--- src/rtl/serctl_pkg.sv ---
package serctl_pkg;
  typedef enum logic {
    ORDER_LSB = 1'b0,
    ORDER_MSB = 1'b1
  } bit_order_e;

  // assemble the next shift value with the new bit placed per order
  function automatic logic [7:0] shift_in8(input logic [7:0] cur, input logic bit_in,
                                           input bit_order_e ord);
    return (ord == ORDER_MSB) ? {cur[6:0], bit_in} : {bit_in, cur[7:1]};
  endfunction
endpackage

--- src/rtl/serctl_edge.sv ---
module serctl_edge (
  input  logic clk,
  input  logic rst_n,
  input  logic cs_n,
  input  logic sclk,
  output logic rise,
  output logic fall
);
  logic sclk_q;

  always_ff @(posedge clk or negedge rst_n) begin
    if (!rst_n) sclk_q <= 1'b0;
    else        sclk_q <= sclk;
  end

  assign rise = ~cs_n &  sclk & ~sclk_q;
  assign fall = ~cs_n & ~sclk &  sclk_q;
endmodule

--- src/rtl/serctl_rx_frame.sv ---
module serctl_rx_frame
  import serctl_pkg::*;
#(
  parameter int DATA_W = 8
) (
  input  logic              clk,
  input  logic              rst_n,
  input  logic              cs_n,
  input  logic              rise,
  input  logic              sdi,
  input  bit_order_e        order,
  output logic              byte_done,
  output logic              is_cmd,
  output logic [DATA_W-1:0] byte_val
);
  localparam int CNT_W = $clog2(DATA_W);
  localparam logic [CNT_W-1:0] LAST = CNT_W'(DATA_W - 1);

  logic [DATA_W-1:0] sh;
  logic [CNT_W-1:0]  cnt;
  logic              cmd_seen;

  always_comb begin
    if (order == ORDER_MSB) byte_val = {sh[DATA_W-2:0], sdi};
    else                    byte_val = {sdi, sh[DATA_W-1:1]};
  end

  assign byte_done = rise & (cnt == LAST);
  assign is_cmd    = ~cmd_seen;

  always_ff @(posedge clk or negedge rst_n) begin
    if (!rst_n) begin
      sh       <= '0;
      cnt      <= '0;
      cmd_seen <= 1'b0;
    end else if (cs_n) begin
      cnt      <= '0;
      cmd_seen <= 1'b0;
    end else if (rise) begin
      sh <= byte_val;
      if (cnt == LAST) begin
        cnt      <= '0;
        cmd_seen <= 1'b1;
      end else begin
        cnt <= cnt + 1'b1;
      end
    end
  end

  // bit counter moves only on a captured bit or while deselected
  assert_count_on_rise_R1: assert property (@(posedge clk) disable iff (!rst_n)
    (!rise && !cs_n) |=> $stable(cnt));
endmodule

--- src/rtl/serctl_regfile.sv ---
module serctl_regfile #(
  parameter int DATA_W = 8,
  parameter int ADDR_W = 3
) (
  input  logic              clk,
  input  logic              rst_n,
  input  logic              wr_en,
  input  logic [ADDR_W-1:0] wr_addr,
  input  logic [DATA_W-1:0] wr_data,
  input  logic [ADDR_W-1:0] rd_addr,
  output logic [DATA_W-1:0] rd_data
);
  localparam int DEPTH = 1 << ADDR_W;

  logic [DEPTH-1:0][DATA_W-1:0] mem;

  for (genvar g = 0; g < DEPTH; g++) begin : g_entry
    always_ff @(posedge clk or negedge rst_n) begin
      if (!rst_n)                                    mem[g] <= '0;
      else if (wr_en && wr_addr == ADDR_W'(g))       mem[g] <= wr_data;
    end
  end

  assign rd_data = mem[rd_addr];

  assert_write_needs_strobe_R3: assert property (@(posedge clk) disable iff (!rst_n)
    !wr_en |=> $stable(mem));
endmodule

--- src/rtl/serctl_tx.sv ---
module serctl_tx
  import serctl_pkg::*;
#(
  parameter int DATA_W = 8
) (
  input  logic              clk,
  input  logic              rst_n,
  input  logic              cs_n,
  input  logic              fall,
  input  logic              load,
  input  logic [DATA_W-1:0] load_data,
  input  bit_order_e        order,
  output logic              sdo_q
);
  logic [DATA_W-1:0] sh;

  always_ff @(posedge clk or negedge rst_n) begin
    if (!rst_n) begin
      sh    <= '0;
      sdo_q <= 1'b0;
    end else if (cs_n) begin
      sdo_q <= 1'b0;
    end else if (load) begin
      sh <= load_data;
    end else if (fall) begin
      if (order == ORDER_MSB) begin
        sdo_q <= sh[DATA_W-1];
        sh    <= {sh[DATA_W-2:0], 1'b0};
      end else begin
        sdo_q <= sh[0];
        sh    <= {1'b0, sh[DATA_W-1:1]};
      end
    end
  end

  assert_sdo_moves_on_fall_R4: assert property (@(posedge clk) disable iff (!rst_n)
    (!fall && !cs_n) |=> $stable(sdo_q));
endmodule

--- src/rtl/serctl_port.sv ---
module serctl_port
  import serctl_pkg::*;
#(
  parameter int DATA_W = 8,
  parameter int ADDR_W = 3
) (
  input  logic clk,
  input  logic rst_n,
  input  logic msb_first,
  input  logic cs_n,
  input  logic sclk,
  input  logic sdi,
  output logic sdo,
  output logic sdo_oe
);
  bit_order_e        order;
  logic              rise, fall;
  logic              byte_done, is_cmd;
  logic [DATA_W-1:0] byte_val;
  logic              dec_rd;
  logic [ADDR_W-1:0] dec_addr;
  logic              rd_q, cmd_done;
  logic [ADDR_W-1:0] addr_q;
  logic [ADDR_W-1:0] rd_addr;
  logic [DATA_W-1:0] rd_data;
  logic              wr_en, tx_load, sdo_q;
  logic              cmd_byte_done;

  assign order = bit_order_e'(msb_first);

  serctl_edge u_edge (
    .clk(clk), .rst_n(rst_n), .cs_n(cs_n), .sclk(sclk), .rise(rise), .fall(fall)
  );

  serctl_rx_frame #(.DATA_W(DATA_W)) u_rx (
    .clk(clk), .rst_n(rst_n), .cs_n(cs_n), .rise(rise), .sdi(sdi), .order(order),
    .byte_done(byte_done), .is_cmd(is_cmd), .byte_val(byte_val)
  );

  // command decode: read flag is the first bit on the wire, address the last ones
  assign dec_rd   = (order == ORDER_MSB) ? byte_val[DATA_W-1] : byte_val[0];
  assign dec_addr = (order == ORDER_MSB) ? byte_val[ADDR_W-1:0]
                                         : byte_val[DATA_W-1 -: ADDR_W];

  assign cmd_byte_done = byte_done & is_cmd;

  always_ff @(posedge clk or negedge rst_n) begin
    if (!rst_n) begin
      rd_q     <= 1'b0;
      cmd_done <= 1'b0;
      addr_q   <= '0;
    end else if (cs_n) begin
      cmd_done <= 1'b0;
      rd_q     <= 1'b0;
    end else if (cmd_byte_done) begin
      cmd_done <= 1'b1;
      rd_q     <= dec_rd;
      addr_q   <= dec_addr;
    end
  end

  assign rd_addr = cmd_byte_done ? dec_addr : addr_q;
  assign wr_en   = byte_done & ~is_cmd & cmd_done & ~rd_q;
  assign tx_load = cmd_byte_done ? dec_rd : (byte_done & cmd_done & rd_q);

  serctl_regfile #(.DATA_W(DATA_W), .ADDR_W(ADDR_W)) u_regs (
    .clk(clk), .rst_n(rst_n), .wr_en(wr_en), .wr_addr(addr_q), .wr_data(byte_val),
    .rd_addr(rd_addr), .rd_data(rd_data)
  );

  serctl_tx #(.DATA_W(DATA_W)) u_tx (
    .clk(clk), .rst_n(rst_n), .cs_n(cs_n), .fall(fall), .load(tx_load),
    .load_data(rd_data), .order(order), .sdo_q(sdo_q)
  );

  assign sdo_oe = ~cs_n & cmd_done & rd_q;
  assign sdo    = sdo_oe ? sdo_q : 1'b0;

  assert_oe_after_cmd_R5: assert property (@(posedge clk) disable iff (!rst_n)
    $rose(sdo_oe) |-> $past(cmd_byte_done));

  assert_cmd_held_in_window_R7: assert property (@(posedge clk) disable iff (!rst_n)
    (cmd_done && !cs_n) |=> $stable(addr_q));
endmodule

--- config.mk ---
export PLATFORM = sky130hd
export DESIGN_NAME = serctl_port
export DESIGN_NICKNAME = d
export VERILOG_FILES = /design/src/rtl/serctl_pkg.sv /design/src/rtl/serctl_edge.sv /design/src/rtl/serctl_rx_frame.sv /design/src/rtl/serctl_regfile.sv /design/src/rtl/serctl_tx.sv /design/src/rtl/serctl_port.sv
export SDC_FILE = /design/constraint.sdc
export NUM_CORES = 1
export LEC_CHECK = 0
export ABC_AREA = 1
export BUFFER_PORTS_ARGS = -buffer_cell sky130_fd_sc_hd__buf_2
export CORE_MARGIN = 2
export CORE_UTILIZATION = 60
export DETAILED_ROUTE_END_ITERATION = 8
export GPL_TIMING_DRIVEN = 0
export PLACE_DENSITY_LB_ADDON = 0.12
export SLEW_MARGIN = 20
export SYNTH_ARGS = -nofsm -noshare
export SYNTH_HDL_FRONTEND = slang
export SYNTH_SLANG_ARGS = --single-unit
export TNS_END_PERCENT = 30
--- constraint.sdc ---
create_clock -name clk -period 4.35 [get_ports clk]
set_clock_uncertainty 0.15 [all_clocks]
set_input_delay 0 -clock clk [delete_from_list [all_inputs] [get_ports clk]]
set_output_delay 0 -clock clk [all_outputs]
set_load 0.005 [all_outputs]
# After elaboration in Yosys (flattened, before gate mapping)
# Index checks and enable logic that the tools add are counted.
# Widths: inputs -> output; s select.
# classes
n_addsub,1
magnitude_cmp,1
n_eq_ne,9
n_mux,25
bitwise,18
reduce_logical,18
# ops
operator,n
$mux 8,5
$bmux 8 s3,1
$eq 3x3->1 const B,5
$mux 3,5
$mux 1,14
$and 1x1->1,13
$reduce_bool 2->1,5
$logic_and 1x1->1,8
$reduce_and 2->1,4
$eq 3x2->1 const B,2
$not 1->1,5
$lt 3x4->1 const B,1
$add 3x1->3 const B,1
$eq 3x1->1 const B,1
$logic_not 3->1,1
$ne 2x2->1 const B,1
# totals
register_bits,91
in_bits,6
out_inout_bits,2
word_cells,89

# Logic depth before layout (Yosys ltp)
# Gate-level depths: netlist of the first run.
# depth
word_depth,9
ltp_mapped,12
mapped_depth_nobuf,11

# By module
# A second synthesis of the first run with hierarchy kept.
# unflattened
cells_unflattened,659
area_unflattened_um2,4735.8
# by_module_without_submodules
mod,instances,cells_per_inst,area_each_um2
serctl_regfile,1,439,3189.3
serctl_rx_frame,1,83,634.4
serctl_tx,1,78,536.8
serctl_port,1,53,331.6
serctl_edge,1,6,43.8

# Worst setup path before layout of the first run
# Ideal clock, no wire load.
# synth_path
path_kind,reg-to-reg
startpoint,register u_rx.cnt[0]
endpoint,register u_tx.sh[6]
setup_time_ns,0.073
arrival_time_ns,1.758
setup_slack_ns,2.369
stages_incl_launch_ff,12
path_buffers,2
path_cell_list,dfrtp_1 > ha_1 > ha_1 > nand4_2 > buf_6 > nand2_1 > nand2_2 > buf_2 > nand3_1 > nand3_1 > nand3_1 > a21oi_2
# synth_between
elab_chain_cells,7
elab_cells_between_ends,12
classes_between,eq/ne (1); mux (5); bitwise (4); reduce/logical (2)
# synth_rtl
element,line_no,source
"start, declared",serctl_rx_frame.sv:20,logic [CNT_W-1:0] cnt;
"start signal, assigned",serctl_rx_frame.sv:45,cnt <= cnt + 1'b1;
$eq 3x3->1 *,serctl_rx_frame.sv:28,assign byte_done = rise & (cnt == LAST);
$and 1x1->1 *,serctl_rx_frame.sv:28,
"$and 1x1->1, on equally long branches","serctl_port.sv:45, serctl_port.sv:64",
$mux 3 / $and 1x1->1 (equally long branches),--,
$bmux 8 s3 / $mux 1 (equally long branches),"serctl_regfile.sv:24, serctl_port.sv:64",
$mux 8 (implied by the code) / $reduce_bool 2->1 (equally long branches),--,
$mux 8 / $reduce_and 2->1 (equally long branches),--,
"end signal, assigned",serctl_tx.sv:24,sh <= load_data;
"end signal, assigned",serctl_tx.sv:28,"sh <= {sh[DATA_W-2:0], 1'b0};"
"end signal, assigned",serctl_tx.sv:31,"sh <= {1'b0, sh[DATA_W-1:1]};"
"end, declared",serctl_tx.sv:15,logic [DATA_W-1:0] sh;
# Mark *: on every way between the ends. The rest lies on a longest branch, timed or not. The select of a mux whose other input is x is not followed.
# A chain may end at the register's enable or synchronous reset.

# Worst setup path in the final report of the first run
# layout_path
startpoint,register u_rx.cnt[0]
endpoint,register u_tx.sh[4]
# The elaborated chain is that of the path after synthesis.

==> results of run 1 <==
==> synth_stat cells (2+ instances only) <==
cell,number,area share (%)
nor2_1,20,1.6
nor2_2,2,0.27
o21ai_0,53,5.7
nand3_1,68,7.4
ha_1,2,0.54
inv_1,95,7.7
nand2_1,163,13
nand2_2,15,2.0
buf_2,13,1.4
nand3_2,3,0.65
inv_2,2,0.16
dfrtp_1,91,49
a31oi_1,3,0.41
buf_4,3,0.49
a21oi_1,9,0.97
clkbuf_1,2,0.16
o21ai_1,34,3.7
a21oi_2,6,1.1
buf_6,2,0.49
==> registers in the layout, indices dropped and copies added (netlist names) <==
name and count:
u_tx.sdo_q 1, addr_q 3, u_tx.sh 8, cmd_done 1, u_rx.cnt 3, rd_q 1
u_rx.sh 8, u_rx.cmd_seen 1, u_regs.mem 64, u_edge.sclk_q 1
==> worst paths after layout <==
| path | to | slack, ps | cells after the start |
|---|---|---|---|
| worst max-delay path | u_tx.sh[4] | 1920 | 12 |
| worst min-delay path | rd_q | 30 | 4 |
| worst max register to register | u_tx.sh[4] | 1920 | 12 |
| worst min register to register | u_regs.mem[8] | 340 | 2 |
| max in group asynchronous | addr_q[2] | 3300 | 3 |
| min in group asynchronous | u_rx.sh[0] | 80 | 2 |
==> cell families after synthesis <==
| group | synth area share [%] |
|---|---|
| simple gates | 26.74 |
| buf+inv | 10.57 |
| compound gates | 12.93 |
| flops | 49.22 |
| fa+ha+maj | 0.5407 |
==> power groups by stage <==
stage	clock (mW)	sequential, mW	combinational [mW]
3_5_place_dp	0	0.919	0.167
5_1_grt	0.559	0.906	0.191
3_3_place_gp	0	0.917	0.161
6_report	0.515	0.902	0.171
2_1_floorplan	0	0.913	0.0945
4_1_cts	0.521	0.902	0.171
==> area by class of cell <==
class	instances	area share [%]
Clock buffer	12	2.892
Inverter	98	7.330
Timing Repair Buffer	11	1.845
Tap cell	102	2.543
Multi-Input combinational cell	388	37.07
Sequential cell	91	45.38
Clock inverter	4	0.5236
Buffer	21	2.418
==> what timing repair did <==
action / in CTS / in global routing
endpoints found under the setup margin: 0 / 0
endpoints found under the hold margin: 67 / 0
hold buffers: 4 / 0
==> tightest hold or removal path: stages <==
cell     delay [ps]
buf_2           180
a21oi_1         120
o21ai_0         150
inv_1            40
==> per-stage QoR <==
stage / hold WS [ps] / util, % / power (mW)
global placement: 37.93 / 62.89 / 1.079
detailed placement: -46.60 / 63.19 / 1.086
CTS: 5.262 / 65.97 / 1.594
finish: 25.25 / 65.97 / 1.587
floorplan: -445.6 / - / 1.007
global route: 57.85 / 65.97 / 1.656
==> per-layer routing <==
metal	up-vias	global-route usage, %	wire [um]
met5	-	0	0
met3	11	4.437	426
li1	1932	-	-
met1	1847	42.04	5396
met2	96	44.49	5055
met4	0	8.085	197
==> run summary, run 1 <==
Initial Util -> 60.82%
ys flop type -> dfrtp_1
placed cell areas -> 4807 sq um
CP delay by family, top -> simple AND/OR/NAND/NOR gates
die width -> 91.82 um
n_diodes -> 0
area of the multi-input gates -> 1861 sq um
Core Box Area -> 7607 sq um
ANT nets after route -> 0
cts repair resizes -> 0
Ys Warns -> 0
Power Internal -> 1.144 mW
Placer Congestion -> 0.8860
critical path's slowest cell -> dfrtp_1
port buffer count -> 6
Final Instance Area -> 5019 sq um
hold_sp -> msb_first
fin cells -> 727
Leak Pwr -> 2.352 nW
sequential share of power -> 56.8%
Buf/Inv on CP -> 2
RSZ-0062 raised after global routing -> no
Logic pwr share -> 10.7%
HP Class -> primary input to register
clk_lat worst skew -> 350 ps
cts bufs inserted -> 9
fin worst setup slack -> 1919 ps
min cycle time layout -> 2431 ps
drt total wl -> 11080 um
layout cells sized above 1 -> 11.68%
PD cells -> 316.3 nW/um^2
Max-Cap Viols -> 0
Max stage delay on crit path -> 390 ps
sw frac -> 27.93%
crit-path most repeated cell -> nand3_1
CTS tree -> yes
io pins -> 8
crit share post-route -> 55.88%
vias in the first global route -> 3592
synth unique cells -> 31
Post-Synthesis Cells -> 598
Detailed Place HPWL -> 7723 um
CP startpoint kind -> register
Root Buffer -> clkbuf_8
Iter 0 DRT Violations -> 282
area delta synth->final -> 8.464%
clock sinks -> 91
switching power -> 443.4 uW
Cell Area, Synth -> 4627 sq um
Syn Nets -> 606
largest net degree at the start of global routing -> 59
drt first pass iters -> 5
# Post-CTS Setup Buffers -> 0
CP startpoint -> u_rx.cnt[0]
CP Data Required Time -> 4450 ps
CTS clk-pin slew, worst paths -> 90 ps
total track usage -> 28.58%
final net count -> 628
Die Ht -> 91.82 um
Setup TNS -> 0 ps
vias per cell -> 5.345
final-report max-slew violation count -> 0
final setup vio count -> 0
VDD IR max -> 235.9 uV
Avg Inst Size Synth -> 7.737 sq um
clk buf depth -> 2
reg2reg start -> u_rx.cnt[0]
Least-Margin Pin Slew -> 935.3 ps
sequential cell area -> 2277 sq um
Async SR Flop Fraction -> 100.0%
via count -> 3886
dpl cells -> 707
Yosys reg bits -> 91
max frequency -> 411.4 MHz
crit path max fanout -> 10
Fin. Hold Viols -> 0
EDFF count, synth -> 0
Fillers -> 684
routed length per instance -> 15.23 um
commonest non-fill, non-tap cell in the layout -> nand2_1
first-pass GRT wire length -> 18530 um
CP arrival -> 2530 ps
most frequent cells in the layout -> nand2_1, inv_1, dfrtp_1
Die ar. -> 8430 sq um
GRT overflow -> 0
Clock Power Share -> 32.4%
max_slew headroom -> 37.23%
Remaining DRCs -> 0
post-synthesis sequential area ratio -> 49.22%
H-tree depth -> 3
initial antenna violation count -> 0
run status -> complete, no violations
Rows -> 32
crit-path cells -> ha_1, ha_1, inv_1, nor2_4, nand3_2, nand2_2, buf_4, nand2_1, nand3_1, nand3_1, nand3_1, a21oi_2
crit path kind -> register to register
dpl ws -> 1947 ps
Worst Setup End Kind -> register
(Power assumes the default switching activity.)
==> run 2, diff against run 1 <==
Settings changed: CORE_UTILIZATION 60 to 57.
Clock period 4.35 ns to 2.05 ns, I/O delays scaled along.
==> run 2 against run 1 <==
Register-to-register slack got worse by 2000 ps. Critical endpoint unchanged. Sequential cell count stayed put. Critical path depth unchanged. Sequential share of layout area decreased by 7.2 points. The run now ends with setup timing left. Non-clock buffer count increased by 33. Maximum frequency rose by 14%. Clock power grew to 2.7 times the previous value.
==> run summary, run 2 (synthesis gave the netlist of run 1 again) <==
die width -> 94.10 um (was 91.82 um)
clk buf depth -> 2 (unchanged)
CTS tree -> yes (unchanged)
dpl ws -> -347.5 ps (was 1947 ps)
Max stage delay on crit path -> 370 ps (was 390 ps)
clock sinks -> 91 (unchanged)
Remaining DRCs -> 0 (unchanged)
most frequent cells in the layout -> nand2_1, dfrtp_1, inv_1 (was nand2_1, inv_1, dfrtp_1)
max reg flops -> 64 (unchanged)
area delta synth->final -> 29.02% (was 8.464%)
routed length per instance -> 17.78 um (was 15.23 um)
Top reg by flops -> u_regs.mem (unchanged)
failing checks -> setup timing
VDD IR max -> 487.6 uV (was 235.9 uV)
clk_lat worst skew -> 380 ps (was 350 ps)
CP delay by family, top -> simple AND/OR/NAND/NOR gates (unchanged)
critical path's slowest cell -> dfrtp_1 (unchanged)
min cycle time layout -> 2136 ps (was 2431 ps)
HP Class -> primary input to register (unchanged)
Detailed Place HPWL -> 8037 um (was 7723 um)
Tot Pwr -> 3.726 mW (was 1.587 mW)
reg2reg setup slack -> -90 ps (was 1920 ps)
Fillers -> 534 (was 684)
ANT nets after route -> 0 (unchanged)
via count -> 4398 (was 3886)
final net count -> 661 (was 628)
CP arrival -> 2250 ps (was 2530 ps)
Worst Setup End Kind -> register (unchanged)
crit share post-route -> 104.2% (was 55.88%)
max_slew headroom -> 19.11% (was 37.23%)
vias per cell -> 5.794 (was 5.345)
Fin. Hold Viols -> 0 (unchanged)
initial antenna violation count -> 0 (unchanged)
hold slack -> 13.55 ps (was 25.25 ps)
sequential cell area -> 2277 sq um (unchanged)
CP startpoint -> u_rx.cnt[0] (unchanged)
Leak Pwr -> 2.759 nW (was 2.352 nW)
CP startpoint kind -> register (unchanged)
FF-to-FF path depth -> 12 (unchanged)
placed cell areas -> 4818 sq um (was 4807 sq um)
port buffer count -> 6 (unchanged)
reg-to-reg endpoint -> u_tx.sh[4] (unchanged)
Die ar. -> 8854 sq um (was 8430 sq um)
run status -> finished with violations (was complete, no violations)
final setup vio count -> 29 (was 0)
GRT overflow -> 0 (unchanged)
layout cells sized above 1 -> 26.94% (was 11.68%)
PD cells -> 624.2 nW/um^2 (was 316.3 nW/um^2)
total track usage -> 31.31% (was 28.58%)
biggest regs -> u_regs.mem: 64 flops, u_rx.sh: 8 flops, u_tx.sh: 8 flops (unchanged)
crit path kind -> register to register (unchanged)
Die Ht -> 94.10 um (was 91.82 um)
fin cells -> 759 (was 727)
io pins -> 8 (unchanged)
Core Box Area -> 7807 sq um (was 7607 sq um)
crit-path cells -> ha_2, ha_4, inv_4, nor2_4, nand3_2, nand2_4, buf_6, nand2_1, nand3_1, nand3_1, nand3_2, a21oi_2 (was ha_1, ha_1, inv_1, nor2_4, nand3_2, nand2_2, buf_4, nand2_1, nand3_1, nand3_1, nand3_1, a21oi_2)
reg2reg start -> u_rx.cnt[0] (unchanged)
Iter 0 DRT Violations -> 428 (was 282)
crit path max fanout -> 6 (was 10)
drt first pass iters -> 5 (unchanged)
Rows -> 32 (unchanged)
Placer Congestion -> 0.8835 (was 0.8860)
Final Instance Area -> 5969 sq um (was 5019 sq um)
dpl cells -> 707 (unchanged)
Buf/Inv on CP -> 2 (unchanged)
vias in the first global route -> 4138 (was 3592)
CP endpoint -> u_tx.sh[4] (unchanged)
largest net degree at the start of global routing -> 51 (was 59)
RSZ-0062 raised after global routing -> yes (was no)
CP Data Required Time -> 2170 ps (was 4450 ps)
Max-Cap Viols -> 0 (unchanged)
Stages on worst setup path -> 12 (unchanged)
cts bufs inserted -> 9 (unchanged)
max frequency -> 468.1 MHz (was 411.4 MHz)
commonest non-fill, non-tap cell in the layout -> nand2_1 (unchanged)
CTS clk-pin slew, worst paths -> 90 ps (about the same)
area of the multi-input gates -> 2296 sq um (was 1861 sq um)
Initial Util -> 59.26% (was 60.82%)
final-report max-slew violation count -> 0 (unchanged)
fin worst setup slack -> -86.30 ps (was 1919 ps)
H-tree depth -> 3 (unchanged)
Least-Margin Pin Slew -> 1205 ps (was 935.3 ps)
first-pass GRT wire length -> 21080 um (was 18530 um)
Root Buffer -> clkbuf_8 (unchanged)
drt total wl -> 13500 um (was 11080 um)
n_diodes -> 0 (unchanged)
==> run 2: per-stage QoR <==
stage / utilization, % / TNS (ps)
floorplan: - / 0
global placement: 61.28 / -9436
detailed placement: 61.71 / -11520
CTS: 72.28 / -358.4
global route: 76.46 / -6740
finish: 76.46 / -1012
==> run 2: per-layer routing <==
layer	part of all wire, %	vias to the layer above	global-route usage (%)
met5	0	-	0
met4	3.0	0	12.20
met3	6.7	29	3.692
met2	49	193	50.89
met1	41	2175	43.05
li1	-	2001	-
==> run 2: worst min-delay path by stage <==
stage	from	endpoint	slack, ps	depth (start not counted)
finish	msb_first	rd_q	10	4
global route	msb_first	u_rx.sh[5]	70	5
CTS	msb_first	rd_q	20	4
detailed placement	rst_n	u_rx.cnt[0]	-200	1
global placement	sclk	u_edge.sclk_q	40	1
floorplan	rst_n	addr_q[0]	-450	0
==> run 2: what timing repair did <==
action / 4_1_cts / 5_1_grt
endpoints found under the setup margin: 72 / 72
endpoints found under the hold margin: 101 / 0
gates resized for setup: 90 / 72
gates cloned: 7 / 4
setup buffers: 17 / 3
pin swaps: 27 / 13
hold buffers: 6 / 0
==> run 2: report_power, final <==
part	internal, mW	leakage [nW]	switching (mW)
registers	1.86	1.23	0.0526
logic	0.102	1.41	0.301
clock network	0.747	0.115	0.658
==> run 2: worst reg2reg max path: stages (launching register included) <==
cell and delay (ps):
dfrtp_1 370, ha_2 190, ha_4 170, inv_4 50
nor2_4 210, nand3_2 150, nand2_4 160, buf_6 150
nand2_1 60, nand3_1 110, nand3_1 100, nand3_2 110
a21oi_2 60
==> run 2: layout make-up <==
type | instances | share of cell area [%]
Multi-Input combinational cell | 388 | 38.46
Sequential cell | 91 | 38.15
Timing Repair Buffer | 44 | 7.525
Inverter | 98 | 6.393
Buffer | 21 | 3.563
Clock buffer | 11 | 2.536
Tap cell | 102 | 2.138
Clock inverter | 4 | 1.237
==> run 3, diff against run 2 <==
Settings changed: CORE_UTILIZATION 57 to 60.
Clock period 2.05 ns to 2.45 ns, I/O delays scaled along.
==> run 3 against run 2 <==
The run now ends clean. Sequential share of layout area increased by 7.0 points. Sequential cell count stayed put. Register-to-register slack better by 190 ps. Via count fell by 12%. Power shrank 24%. Critical path type unchanged. Highest routed layer unchanged.
==> run summary, run 3 (synthesis gave the netlist of run 1 again) <==
run status -> complete, no violations (was finished with violations)
Worst Setup End Kind -> register (unchanged)
Core Box Area -> 7607 sq um (was 7807 sq um)
Placer Congestion -> 0.8860 (was 0.8835)
Setup TNS -> 0 ps (was -1012 ps)
Least-Margin Pin Slew -> 918.1 ps (was 1205 ps)
n_diodes -> 0 (unchanged)
Fin. Hold Viols -> 0 (unchanged)
Detailed Place HPWL -> 7723 um (was 8037 um)
routed length per instance -> 15.30 um (was 17.78 um)
final net count -> 628 (was 661)
VDD IR max -> 416.9 uV (was 487.6 uV)
crit-path cells -> ha_1, ha_1, nand4_2, buf_6, nand2_2, nand2_2, buf_4, nand2_1, nand3_1, nand3_1, nand3_1, a21oi_2 (was ha_2, ha_4, inv_4, nor2_4, nand3_2, nand2_4, buf_6, nand2_1, nand3_1, nand3_1, nand3_2, a21oi_2)
PD cells -> 558.9 nW/um^2 (was 624.2 nW/um^2)
Initial Util -> 60.82% (was 59.26%)
first-pass GRT wire length -> 18530 um (was 21080 um)
final setup vio count -> 0 (was 29)
most frequent cells in the layout -> nand2_1, inv_1, dfrtp_1 (was nand2_1, dfrtp_1, inv_1)
# Post-CTS Setup Buffers -> 0 (was 17)
layout cells sized above 1 -> 12.00% (was 26.94%)
CTS clk-pin slew, worst paths -> 90 ps (about the same)
port buffer count -> 6 (unchanged)
clk buf depth -> 2 (unchanged)
max frequency -> 426.4 MHz (was 468.1 MHz)
H-tree depth -> 3 (unchanged)
Fillers -> 685 (was 534)
HP Class -> primary input to register (unchanged)
Buf/Inv on CP -> 2 (unchanged)
die width -> 91.82 um (was 94.10 um)
fin worst setup slack -> 105.0 ps (was -86.30 ps)
drt total wl -> 11120 um (was 13500 um)
reg2reg setup slack -> 100 ps (was -90 ps)
Rows -> 32 (unchanged)
CP startpoint kind -> register (unchanged)
Iter 0 DRT Violations -> 315 (was 428)
critical path's slowest cell -> dfrtp_1 (unchanged)
RSZ-0062 raised after global routing -> no (was yes)
drt first pass iters -> 5 (unchanged)
sequential cell area -> 2277 sq um (unchanged)
CP delay by family, top -> simple AND/OR/NAND/NOR gates (unchanged)
WHS Path Cells -> 4 (unchanged)
total track usage -> 28.58% (was 31.31%)
Remaining DRCs -> 0 (unchanged)
vias in the first global route -> 3592 (was 4138)
largest net degree at the start of global routing -> 59 (was 51)
CP Data Required Time -> 2550 ps (was 2170 ps)
hold_sp -> msb_first (unchanged)
crit-path most repeated cell -> nand3_1
hold slack -> 26.99 ps (was 13.55 ps)
CTS tree -> yes (unchanged)
Max stage delay on crit path -> 410 ps (was 370 ps)
reg2reg start -> u_rx.cnt[0] (unchanged)
area delta synth->final -> 8.951% (was 29.02%)
Max-Cap Viols -> 0 (unchanged)
vias per cell -> 5.325 (was 5.794)
clk_lat worst skew -> 350 ps (was 380 ps)
initial antenna violation count -> 0 (unchanged)
reg-to-reg endpoint -> u_tx.sh[3] (was u_tx.sh[4])
min cycle time layout -> 2345 ps (was 2136 ps)
crit share post-route -> 95.72% (was 104.2%)
FF-to-FF path depth -> 12 (unchanged)
Die Ht -> 91.82 um (was 94.10 um)
final-report max-slew violation count -> 0 (unchanged)
max reg flops -> 64 (unchanged)
dpl ws -> 46.57 ps (was -347.5 ps)
max_slew headroom -> 38.39% (was 19.11%)
biggest regs -> u_regs.mem: 64 flops, u_rx.sh: 8 flops, u_tx.sh: 8 flops (unchanged)
crit path kind -> register to register (unchanged)
CP arrival -> 2440 ps (was 2250 ps)
crit path max fanout -> 10 (was 6)
area of the multi-input gates -> 1878 sq um (was 2296 sq um)
Top reg by flops -> u_regs.mem (unchanged)
via count -> 3871 (was 4398)
Die ar. -> 8430 sq um (was 8854 sq um)
commonest non-fill, non-tap cell in the layout -> nand2_1 (unchanged)
cts bufs inserted -> 9 (unchanged)
Root Buffer -> clkbuf_8 (unchanged)
GRT overflow -> 0 (unchanged)
io pins -> 8 (unchanged)
Hold Path End -> rd_q (unchanged)
Leak Pwr -> 2.354 nW (was 2.759 nW)
ANT nets after route -> 0 (unchanged)
clock sinks -> 91 (unchanged)
run 3: cell count changes in the layout (fill, tap and decap cells not counted), sizes merged:
cell | previous run | this run
buf | 57 | 25
bufinv | 2 | 0
clkbuf | 14 | 15
dlygate4sd3 | 5 | 4
inv | 95 | 97
run 3: layer usage:
metal | track usage (%) | part of all wire (%)
met2 | 44.49 | 46
met5 | 0 | 0
met4 | 8.085 | 1.7
met1 | 42.04 | 49
met3 | 4.437 | 3.1
run 3: worst reg2reg max path, stage by stage, from the launching register on:
cell     delay (ps)
dfrtp_1         410
ha_1            210
ha_1            240
nand4_2         150
buf_6           170
nand2_2          60
nand2_2         140
buf_4           200
nand2_1          70
nand3_1          90
nand3_1         120
nand3_1         170
a21oi_2          70
run 3: worst max-delay path by stage:
stage,endpoint,startpoint,depth (start not counted)
final,u_tx.sh[3],u_rx.cnt[0],12
after detailed placement,u_tx.sh[3],u_rx.cnt[0],12
after global placement,u_tx.sh[4],u_rx.cnt[0],12
after global routing,u_tx.sh[6],u_rx.cnt[0],12
after floorplan,u_tx.sh[6],u_rx.cnt[0],11
after CTS,u_tx.sh[3],u_rx.cnt[0],12
run 3: power breakdown:
part	switching (mW)	internal (mW)	total (mW)
sequential	0.0407	1.56	1.60
clock	0.516	0.396	0.913
combinational	0.230	0.0743	0.304
run 3: through the flow:
stage	std cells	instance area, sq um	total power [mW]	util, %
after global placement	706	4785	1.915	62.89
after detailed placement	707	4807	1.928	63.19
after floorplan	598	4627	1.788	-
after CTS	727	5019	2.830	65.97
after global routing	727	5041	2.941	66.27
final	727	5041	2.818	66.27
run 3: what timing repair did:
action	CTS	global route
resized for setup	0	7
endpoints found under the hold margin	67	0
endpoints found under the setup margin	0	8
hold buffers	4	0
run 3: layout make-up:
| class | count | share of cell area [%] |
|---|---|---|
| multi-input cells | 388 | 37.25 |
| inverters | 98 | 7.297 |
| clock buffers | 12 | 2.879 |
| plain buffers | 21 | 2.507 |
| repair buffers | 11 | 1.837 |
| flip-flops and latches | 91 | 45.17 |
| well taps | 102 | 2.532 |
| clock inverters | 4 | 0.5212 |
